==> src/rtl/tmr_regctl_pkg.sv <==
package tmr_regctl_pkg;
  parameter int NUM_CH = 5;
  parameter int DATA_W = 32;
  parameter int ADDR_W = 12;
  parameter int IE_BIT = 29;
  parameter logic [DATA_W-1:0] CTRL_RESET = 32'h0000_0005;
  parameter logic [DATA_W-1:0] WDOG_VALUE = 32'h0000_0400;
  localparam int CH_W = $clog2(NUM_CH);
  localparam int WORD_W = ADDR_W - 2;

  typedef enum logic [2:0] {
    RD_NONE, RD_CTRL, RD_INIT, RD_CNT, RD_PEND, RD_WDOG
  } rdKind_e;

  typedef struct packed {
    logic [NUM_CH-1:0] ctrlWr;
    logic [NUM_CH-1:0] initWr;
    logic              pendWr;
    rdKind_e           rdKind;
    logic [CH_W-1:0]   rdCh;
  } strobe_t;
endpackage

==> src/rtl/tmr_regctl_ctl.sv <==
module tmr_regctl_ctl
  import tmr_regctl_pkg::*;
(
  input  logic              busValid,
  input  logic              busWrite,
  input  logic [ADDR_W-1:0] busAddr,
  output strobe_t           strb
);
  rdKind_e         kind;
  logic [CH_W-1:0] ch;
  logic [WORD_W-1:0] word;

  assign word = busAddr[ADDR_W-1:2];

  always_comb begin
    kind = RD_NONE;
    ch   = '0;
    if (busAddr[1:0] == 2'b00) begin
      case (word)
        WORD_W'(0):  begin kind = RD_CTRL; ch = CH_W'(0); end
        WORD_W'(1):  begin kind = RD_CTRL; ch = CH_W'(1); end
        WORD_W'(2):  begin kind = RD_INIT; ch = CH_W'(0); end
        WORD_W'(3):  begin kind = RD_INIT; ch = CH_W'(1); end
        WORD_W'(4):  begin kind = RD_CNT;  ch = CH_W'(0); end
        WORD_W'(5):  begin kind = RD_CNT;  ch = CH_W'(1); end
        WORD_W'(6):  kind = RD_PEND;
        WORD_W'(7):  kind = RD_WDOG;
        WORD_W'(8):  begin kind = RD_CTRL; ch = CH_W'(2); end
        WORD_W'(9):  begin kind = RD_CTRL; ch = CH_W'(3); end
        WORD_W'(10): begin kind = RD_INIT; ch = CH_W'(2); end
        WORD_W'(11): begin kind = RD_INIT; ch = CH_W'(3); end
        WORD_W'(12): begin kind = RD_CNT;  ch = CH_W'(2); end
        WORD_W'(13): begin kind = RD_CNT;  ch = CH_W'(3); end
        WORD_W'(16): begin kind = RD_CTRL; ch = CH_W'(4); end
        WORD_W'(18): begin kind = RD_INIT; ch = CH_W'(4); end
        WORD_W'(20): begin kind = RD_CNT;  ch = CH_W'(4); end
        default: kind = RD_NONE;
      endcase
    end
  end

  always_comb begin
    strb        = '0;
    strb.rdCh   = ch;
    strb.rdKind = (busValid && !busWrite) ? kind : RD_NONE;
    if (busValid && busWrite) begin
      strb.pendWr = (kind == RD_PEND);
      for (int i = 0; i < NUM_CH; i++) begin
        strb.ctrlWr[i] = (kind == RD_CTRL) && (ch == CH_W'(i));
        strb.initWr[i] = (kind == RD_INIT) && (ch == CH_W'(i));
      end
    end
  end
endmodule

==> src/rtl/tmr_regctl_dp.sv <==
module tmr_regctl_dp
  import tmr_regctl_pkg::*;
(
  input  logic                           clk,
  input  logic                           rstN,
  input  strobe_t                        strb,
  input  logic [DATA_W-1:0]              busWdata,
  input  logic [NUM_CH-1:0][DATA_W-1:0]  chanCount,
  input  logic [NUM_CH-1:0]              chanExpire,
  output logic [DATA_W-1:0]              busRdata,
  output logic [NUM_CH-1:0][DATA_W-1:0]  chanCtrl,
  output logic [NUM_CH-1:0][DATA_W-1:0]  chanInit,
  output logic [NUM_CH-1:0]              irq
);
  logic [NUM_CH-1:0] pendQ, pendNext, ieNext, clrMask;
  logic [NUM_CH-1:0][DATA_W-1:0] ctrlNext;

  assign clrMask  = strb.pendWr ? busWdata[NUM_CH-1:0] : '0;
  assign pendNext = (pendQ & ~clrMask) | chanExpire;

  for (genvar g = 0; g < NUM_CH; g++) begin : g_ch
    assign ctrlNext[g] = strb.ctrlWr[g] ? busWdata : chanCtrl[g];
    assign ieNext[g]   = ctrlNext[g][IE_BIT];

    always_ff @(posedge clk or negedge rstN) begin
      if (!rstN) begin
        chanCtrl[g] <= CTRL_RESET;
        chanInit[g] <= '0;
      end else begin
        chanCtrl[g] <= ctrlNext[g];
        if (strb.initWr[g]) chanInit[g] <= busWdata;
      end
    end
  end

  always_ff @(posedge clk or negedge rstN) begin
    if (!rstN) begin
      pendQ <= '0;
      irq   <= '0;
    end else begin
      pendQ <= pendNext;
      irq   <= pendNext & ieNext;
    end
  end

  always_comb begin
    busRdata = '0;
    if (32'(strb.rdCh) < NUM_CH) begin
      case (strb.rdKind)
        RD_CTRL: busRdata = chanCtrl[strb.rdCh];
        RD_INIT: busRdata = chanInit[strb.rdCh];
        RD_CNT:  busRdata = chanCount[strb.rdCh];
        RD_PEND: busRdata = DATA_W'(pendQ);
        RD_WDOG: busRdata = WDOG_VALUE;
        default: busRdata = '0;
      endcase
    end
  end
endmodule

==> src/rtl/tmr_regctl.sv <==
module tmr_regctl
  import tmr_regctl_pkg::*;
(
  input  logic                          clk,
  input  logic                          rstN,
  input  logic                          busValid,
  input  logic                          busWrite,
  input  logic [ADDR_W-1:0]             busAddr,
  input  logic [DATA_W-1:0]             busWdata,
  output logic [DATA_W-1:0]             busRdata,
  input  logic [NUM_CH-1:0][DATA_W-1:0] chanCount,
  input  logic [NUM_CH-1:0]             chanExpire,
  output logic [NUM_CH-1:0][DATA_W-1:0] chanCtrl,
  output logic [NUM_CH-1:0][DATA_W-1:0] chanInit,
  output logic [NUM_CH-1:0]             chanCtrlWr,
  output logic [NUM_CH-1:0]             chanInitWr,
  output logic [NUM_CH-1:0]             irq
);
  strobe_t strb;

  tmr_regctl_ctl ctl_i (
    .busValid(busValid), .busWrite(busWrite), .busAddr(busAddr), .strb(strb)
  );

  tmr_regctl_dp dp_i (
    .clk(clk), .rstN(rstN), .strb(strb), .busWdata(busWdata),
    .chanCount(chanCount), .chanExpire(chanExpire), .busRdata(busRdata),
    .chanCtrl(chanCtrl), .chanInit(chanInit), .irq(irq)
  );

  assign chanCtrlWr = strb.ctrlWr;
  assign chanInitWr = strb.initWr;
endmodule

==> config.mk <==
export PLATFORM = sky130hd
export DESIGN_NAME = tmr_regctl
export DESIGN_NICKNAME = d
export VERILOG_FILES = /design/src/rtl/tmr_regctl_pkg.sv /design/src/rtl/tmr_regctl_ctl.sv /design/src/rtl/tmr_regctl_dp.sv /design/src/rtl/tmr_regctl.sv
export SDC_FILE = /design/constraint.sdc
export NUM_CORES = 1
export LEC_CHECK = 0
export ABC_AREA = 1
export BUFFER_PORTS_ARGS = -buffer_cell sky130_fd_sc_hd__buf_2
export CORE_MARGIN = 1
export CORE_UTILIZATION = 30
export DETAILED_ROUTE_END_ITERATION = 6
export GPL_ROUTABILITY_DRIVEN = 0
export PLACE_DENSITY = 0.53
export SLEW_MARGIN = 20
export SYNTH_ARGS = -nofsm -noshare
export SYNTH_HDL_FRONTEND = slang
export SYNTH_SLANG_ARGS = --single-unit
==> constraint.sdc <==
create_clock -name clk -period 2.6 [get_ports clk]
set_input_delay 0.39 -clock clk [delete_from_list [all_inputs] [get_ports clk]]
set_output_delay 0.39 -clock clk [all_outputs]
set_load 0.01 [all_outputs]
==> impl_metrics.env, run 1 <==
export IMPL_synth_seq_area_share=0.439
export IMPL_final_fill_count=6392
export IMPL_yosys_area_top_type="dfrtp_1"
export IMPL_max_slew_margin_rel=0.491
export IMPL_worst_path_buf_inv=9
export IMPL_post_synth_cell_area_avg_sq_um=6.91
export IMPL_post_synth_most_frequent_cells="nand2_1, o21ai_1, dfrtp_1"
export IMPL_die_area_sq_um=63800
export IMPL_fin_cells=4269
export IMPL_run_status="finished with violations"
export IMPL_post_route_standard_cell_area_excluding_fillers_sq_um=27800
export IMPL_total_leakage_power_nw=15.3
export IMPL_route_detailed_vias_per_inst=4.91
export IMPL_tritoncts_clock_tree="built"
export IMPL_post_dp_hpwl_mm=66.0
export IMPL_grt_pass1_vias=18500
export IMPL_critPathCapture="busRdata[5]"
export IMPL_cts_root_to_sink_buffers=3
export IMPL_worstPathCellList="buf_8, inv_4, nand2_4, nor2_4, buf_12, nand3_4, buf_6, nand3_4, nor2_4, nor2_4, buf_12, buf_12, buf_12, buf_4, nand2_1, nand2_1, nand2_1, nand3_2, nand3_2, buf_6"
export IMPL_antenna_left=0
export IMPL_1st_iter_drt_viols=1793
export IMPL_critical_path_most_common_cell="buf_12"
export IMPL_worstSkewPairLatency_ps=570
export IMPL_floorplan_core_area_sq_um=61800
export IMPL_htree_levels=2
export IMPL_pnr_worst_setup_slack_ps=-287
export IMPL_synth_seq_cells=330
export IMPL_end_kind="output port"
export IMPL_timing_final_crit_share=1.11
export IMPL_netlist_area_leader_share=0.425
export IMPL_numClockSinks=330
export IMPL_timing_worst_slew_pin_value_ps=763
export IMPL_worstPathRequired_ps=2210
export IMPL_num_rows=91
export IMPL_finalPower_mw=12.2
export IMPL_critPathLaunchType="primary input"
export IMPL_drt_pass1_iter_count=6
export IMPL_syn_cell_area_sq_um=18800
export IMPL_final_number_of_setup_violating_endpoints=40
export IMPL_worst_path_max_delay_cell="nor2_4"
export IMPL_synth_edf_count=0
export IMPL_global_route_usage_total=0.267
export IMPL_final_core_utilization=0.449
export IMPL_synthFlopType="dfrtp_1"
export IMPL_initial_standard_cell_utilization_of_the_core=0.305
export IMPL_final_max_slew_violation_count=0
export IMPL_design_final_nets=3609
export IMPL_remaining_drc_errors=0
export IMPL_cts_inserted_buffers=43
export IMPL_count_leader_synth="nand2_1"
export IMPL_power_per_cell_area_nw_per_um2=440
export IMPL_synth_warning_count=0
export IMPL_finalHoldViolations=0
export IMPL_worstHoldPathType="in2reg"
export IMPL_rr_worst_depth=4
export IMPL_path_delay_family="buffers and inverters"
export IMPL_synth_nets=2939
export IMPL_drv_max_cap_violation_count=0
export IMPL_postSynthCellCount=2726
export IMPL_io_pins=580
export IMPL_worst_r2r_endpoint="dp_i.irq[4]"
export IMPL_crit_type="in2out"
export IMPL_critPathArrivalTime_ps=2500
export IMPL_wl_mm=91.1
export IMPL_grt_first_pass_wirelength_mm=126
export IMPL_dp_worst_setup_slack_ps=-414
export IMPL_dieHeight_microns=253
export IMPL_synth_lib_cells_used_distinct=30
export IMPL_placement_io_buffers=579
export IMPL_fmax_mhz=346
export IMPL_synthArstFlopShare=1.00
export IMPL_area_delta_synth_final_pct=47.3
export IMPL_ir_drop_mv=0.444
export IMPL_routed_wire_length_per_instance_microns=21.4
export IMPL_hold_ws_ps=48.1
export IMPL_post_place_cells=4121
export IMPL_violations="setup timing"
export IMPL_launching_instance_or_port_of_the_critical_path="busAddr[8]"
export IMPL_fin_worst_skew_ps=5.41
export IMPL_grt_start_max_net_pins=77
export IMPL_cts_root_buffer="clkbuf_16"
export IMPL_postPlaceCellArea_sq_um=23600
export IMPL_worstReg2RegStart="dp_i.chanCtrl[157]"
export IMPL_total_congestion_overflow=0
export IMPL_area_contributors_post_synth="dfrtp_1, nand2_1, o21ai_1"
export IMPL_layout_drive_gt1_share=0.349
export IMPL_critical_path_depth=20
export IMPL_timing_final_crit_period_ps=2890
export IMPL_fp_dieW_microns=253
export IMPL_rrSetupSlack_ps=1700
export IMPL_tns_ps=-8700
export IMPL_grt_setup_unrepaired="true"
export IMPL_routed_via_count=21000
export IMPL_clk_pin_slew_ps=60
export IMPL_worstPathMaxFanout=8
export IMPL_number_of_antenna_violations_at_the_first_check_in_global_routing=5
export IMPL_cpPeakStageDelay_ps=200
export IMPL_hold_depth=3
[worst min-delay path by stage]
stage,from,endpoint
finish,chanExpire[0],dp_i.pendQ[0]
floorplan,rstN,dp_i.chanCtrl[100]
CTS,chanExpire[0],dp_i.pendQ[0]
detailed placement,rstN,dp_i.chanCtrl[65]
global placement,rstN,dp_i.chanCtrl[65]
global route,chanExpire[1],dp_i.pendQ[1]
[logic make-up after synthesis]
logic type             count (synthesis)  share of synthesized area
AO/OA/AOI/OAI                        572                      0.152
buffers and inverters                475                      0.115
flip-flops                           330                      0.439
AND/OR/NAND/NOR                     1349                      0.294
[layout make-up]
class | count | area, sq um | share of cell area
timing repair inverter | 1 | 11.3 | 0.000406
multi-input combinational | 1921 | 9720 | 0.350
inverter | 288 | 1120 | 0.0404
clock buffer | 59 | 1180 | 0.0424
timing repair buffer | 811 | 6150 | 0.222
tap | 837 | 1050 | 0.0377
sequential | 330 | 8270 | 0.298
antenna | 4 | 10.0 | 0.000361
clock inverter | 18 | 241 | 0.00870
[what timing repair did]
action | 4_1_cts | 5_1_grt
hold buffers | 2 | 0
setup buffers | 15 | 32
setup endpoints to repair | 42 | 42
pin swaps | 21 | 95
endpoints found under the hold margin | 36 | 0
gates resized for setup | 150 | 330
gates cloned | 6 | 17
[where the power goes]
part           internal [mW]  switching (mW)  total (mW)
clock network           3.67            2.43        6.11
registers               5.16          0.0217        5.18
logic                  0.324           0.605       0.930
total                   9.16            3.06        12.2
[worst reg2reg max path: stages, from the launching register on]
cell and delay [ps]:
dfrtp_1 380, inv_1 90, o21ai_0 110, nand2_1 140, nor2_1 60
[state kept, by name, indices dropped and copies added (netlist names)]
signal         cells
dp_i.chanInit    160
dp_i.irq           5
dp_i.chanCtrl    160
dp_i.pendQ         5
[metal layers]
metal / track usage / part of all wire / vias to the layer above
li1: - / - / 10000
met1: 0.385 / 0.45 / 9952
met2: 0.393 / 0.44 / 856
met3: 0.0597 / 0.085 / 133
met4: 0.0847 / 0.029 / 0
met5: 0 / 0 / -
[cells in the final DEF, fill, tap and decap left out, types with 9 or more instances in the layout]
cell type and count:
clkbuf_1 13, nor2_1 30, o21ai_2 28, nor2_4 11, buf_16 9, nand3_2 81
clkbuf_16 58, buf_6 63, inv_1 270, nand3_1 36, buf_2 538, buf_4 121
nand2_1 981, buf_8 11, inv_2 9, nand3b_1 34, dfrtp_1 320, dfstp_2 10
o21ai_0 117, nand2_2 112, o21ai_1 420, nand2_4 18, buf_12 53, nand3_4 18
(Power assumes the default switching activity.)
==> inputs of run 2 (changes only) <==
--- a/config.mk
+++ b/config.mk
@@ -5,13 +5,13 @@
 export SDC_FILE = /design/constraint.sdc
 export NUM_CORES = 1
 export LEC_CHECK = 0
-export ABC_AREA = 1
 export BUFFER_PORTS_ARGS = -buffer_cell sky130_fd_sc_hd__buf_2
-export CORE_MARGIN = 1
-export CORE_UTILIZATION = 30
+export CORE_AREA = 2 2 228 230
 export DETAILED_ROUTE_END_ITERATION = 6
+export DIE_AREA = 0 0 230 232
 export GPL_ROUTABILITY_DRIVEN = 0
-export PLACE_DENSITY = 0.53
+export PLACE_DENSITY = 0.58
+export SETUP_SLACK_MARGIN = 0.4
 export SLEW_MARGIN = 20
 export SYNTH_ARGS = -nofsm -noshare
 export SYNTH_HDL_FRONTEND = slang
==> impl_metrics.env, run 2 <==
export IMPL_numClockSinks=330
export IMPL_synthArstFlopShare=1.00
export IMPL_layout_drive_gt1_share=0.532
export IMPL_antenna_left=0
export IMPL_pnr_worst_setup_slack_ps=-619
export IMPL_fmax_mhz=311
export IMPL_yosys_area_top_type="dfrtp_1"
export IMPL_tritoncts_clock_tree="built"
export IMPL_die_area_sq_um=53400
export IMPL_worstPathMaxFanout=8
export IMPL_area_contributors_post_synth="dfrtp_1, mux2_2, nand2_1"
export IMPL_syn_cell_area_sq_um=17100
export IMPL_num_rows=83
export IMPL_cpPeakStageDelay_ps=570
export IMPL_synth_warning_count=0
export IMPL_worstHoldPathType="in2reg"
export IMPL_timing_worst_slew_pin_value_ps=628
export IMPL_placement_io_buffers=579
export IMPL_fp_dieW_microns=230
export IMPL_dieHeight_microns=232
export IMPL_power_per_cell_area_nw_per_um2=445
export IMPL_netlist_area_leader_share=0.469
export IMPL_total_leakage_power_nw=14.0
export IMPL_synthFlopType="dfrtp_1"
export IMPL_synth_seq_cells=330
export IMPL_cts_inserted_buffers=39
export IMPL_synth_lib_cells_used_distinct=63
export IMPL_design_final_nets=2675
export IMPL_worstPathCellList="buf_8, or3_4, or4_4, or4b_4, buf_6, buf_12, nor3_2, nor2_1, o22ai_2, buf_2"
export IMPL_htree_levels=2
export IMPL_layout_common_cells="buf_2, dfrtp_1, nand2_1"
export IMPL_post_dp_hpwl_mm=60.6
export IMPL_max_slew_margin_rel=0.581
export IMPL_floorplan_core_area_sq_um=50900
export IMPL_route_detailed_vias_per_inst=5.62
export IMPL_drt_pass1_iter_count=5
export IMPL_worst_r2r_endpoint="dp_i.irq[3]"
export IMPL_initial_standard_cell_utilization_of_the_core=0.336
export IMPL_remaining_drc_errors=0
export IMPL_hold_ws_ps=42.3
export IMPL_global_route_usage_total=0.311
export IMPL_postSynthCellCount=1703
export IMPL_cts_root_to_sink_buffers=3
export IMPL_drv_max_cap_violation_count=0
export IMPL_crit_type="in2out"
export IMPL_grt_pass1_vias=17700
export IMPL_number_of_antenna_violations_at_the_first_check_in_global_routing=1
export IMPL_finalHoldViolations=0
export IMPL_worstReg2RegStart="dp_i.chanCtrl[125]"
export IMPL_cts_root_buffer="clkbuf_16"
export IMPL_area_delta_synth_final_pct=55.2
export IMPL_synth_seq_area_share=0.484
export IMPL_rr_worst_depth=2
export IMPL_wl_mm=88.9
export IMPL_synth_edf_count=0
export IMPL_post_synth_most_frequent_cells="dfrtp_1, nand2_1, mux2_2"
export IMPL_violations="setup timing"
export IMPL_count_leader_synth="dfrtp_1"
export IMPL_1st_iter_drt_viols=1547
export IMPL_routed_via_count=17800
export IMPL_total_congestion_overflow=0
export IMPL_run_status="finished with violations"
export IMPL_critPathLaunchType="primary input"
export IMPL_launching_instance_or_port_of_the_critical_path="busAddr[7]"
export IMPL_synth_nets=1916
export IMPL_critPathArrivalTime_ps=2830
export IMPL_critPathCapture="busRdata[27]"
export IMPL_grt_first_pass_wirelength_mm=122
export IMPL_ir_drop_mv=0.344
export IMPL_finalPower_mw=11.8
export IMPL_worst_path_max_delay_cell="or4_4"
export IMPL_antenna_cells=0
export IMPL_clk_pin_slew_ps=60
export IMPL_area_of_combinational_cells_with_multiple_inputs_sq_um=9520
export IMPL_final_number_of_setup_violating_endpoints=109
export IMPL_post_synth_cell_area_avg_sq_um=10.0
export IMPL_routed_wire_length_per_instance_microns=28.0
export IMPL_final_fill_count=4569
export IMPL_io_pins=580
export IMPL_grt_setup_unrepaired="true"
export IMPL_tns_ps=-18770
export IMPL_timing_final_crit_share=1.24
export IMPL_final_max_slew_violation_count=0
export IMPL_rrSetupSlack_ps=1640
export IMPL_timing_final_crit_period_ps=3220
export IMPL_final_core_utilization=0.521
export IMPL_layout_top_registers="dp_i.chanCtrl (160), dp_i.chanInit (160)"
export IMPL_grt_start_max_net_pins=70
export IMPL_fin_worst_skew_ps=5.04
export IMPL_layout_area_seq_sq_um=8270
export IMPL_end_kind="output port"
export IMPL_mostFrequentLayoutCell="buf_2"
export IMPL_worstPathRequired_ps=2210
export IMPL_worstSkewPairLatency_ps=550
## run 2: what timing repair did
action | CTS | global route
resized for setup | 165 | 187
endpoints found under the hold margin | 60 | 0
gates cloned | 9 | 9
buffers inserted | 33 | 18
hold buffers | 1 | 0
pin swaps | 22 | 11
endpoints found under the setup margin | 371 | 372
## run 2: final cells by class
cell class | count | share of cell area
Timing Repair Buffer | 875 | 0.246
Clock buffer | 59 | 0.0465
Multi-Input combinational cell | 1206 | 0.359
Clock inverter | 10 | 0.00316
Tap cell | 680 | 0.0321
Sequential cell | 330 | 0.312
Inverter | 10 | 0.00151
## run 2: worst min-delay path by stage
stage	startpoint	end	slack (ps)	cells after the start
final	chanExpire[3]	dp_i.pendQ[3]	40	2
after global routing	chanExpire[3]	dp_i.pendQ[3]	30	2
after CTS	chanExpire[3]	dp_i.pendQ[3]	20	2
after detailed placement	rstN	dp_i.chanCtrl[53]	400	1
after global placement	rstN	dp_i.chanCtrl[53]	400	1
after floorplan	rstN	dp_i.chanCtrl[100]	90	0
## run 2: cell families after synthesis
logic type,count (synthesis),synth area share
AND/OR/NAND/NOR,569,0.146
flip-flops,330,0.484
multiplexers,319,0.204
AO/OA/AOI/OAI,318,0.121
buffers and inverters,167,0.0447
## run 2: report_power, final
part / internal, mW / total (mW) / switching [mW] / leakage (nW)
logic: 0.372 / 0.975 / 0.602 / 8.85
registers: 5.15 / 5.17 / 0.0151 / 4.51
clock network: 3.37 / 5.66 / 2.29 / 0.653
total: 8.89 / 11.8 / 2.91 / 14.0
## run 2: through the flow
step	std cells	setup WS, ps	cell area (sq um)
5_1_grt	3170	-661	26500
4_1_cts	3143	-593	25400
3_3_place_gp	3031	-719	22800
2_1_floorplan	1703	-360	17600
6_report	3170	-619	26500
3_5_place_dp	3031	-753	22800
## run 2: worst max-delay path: cells and delay by family
family,cells,cell delay [ps]
AOI/OAI and AO/OA,1,120
buffers and inverters,4,550
and+or+nand+nor,5,1760
## run 2: routing by layer
metal	vias to the layer above	wire length, microns	GRT usage
met3	234	7620	0.0639
met2	1139	41500	0.502
met1	8892	36000	0.404
met5	-	0	0
li1	7557	-	-
met4	0	3760	0.133
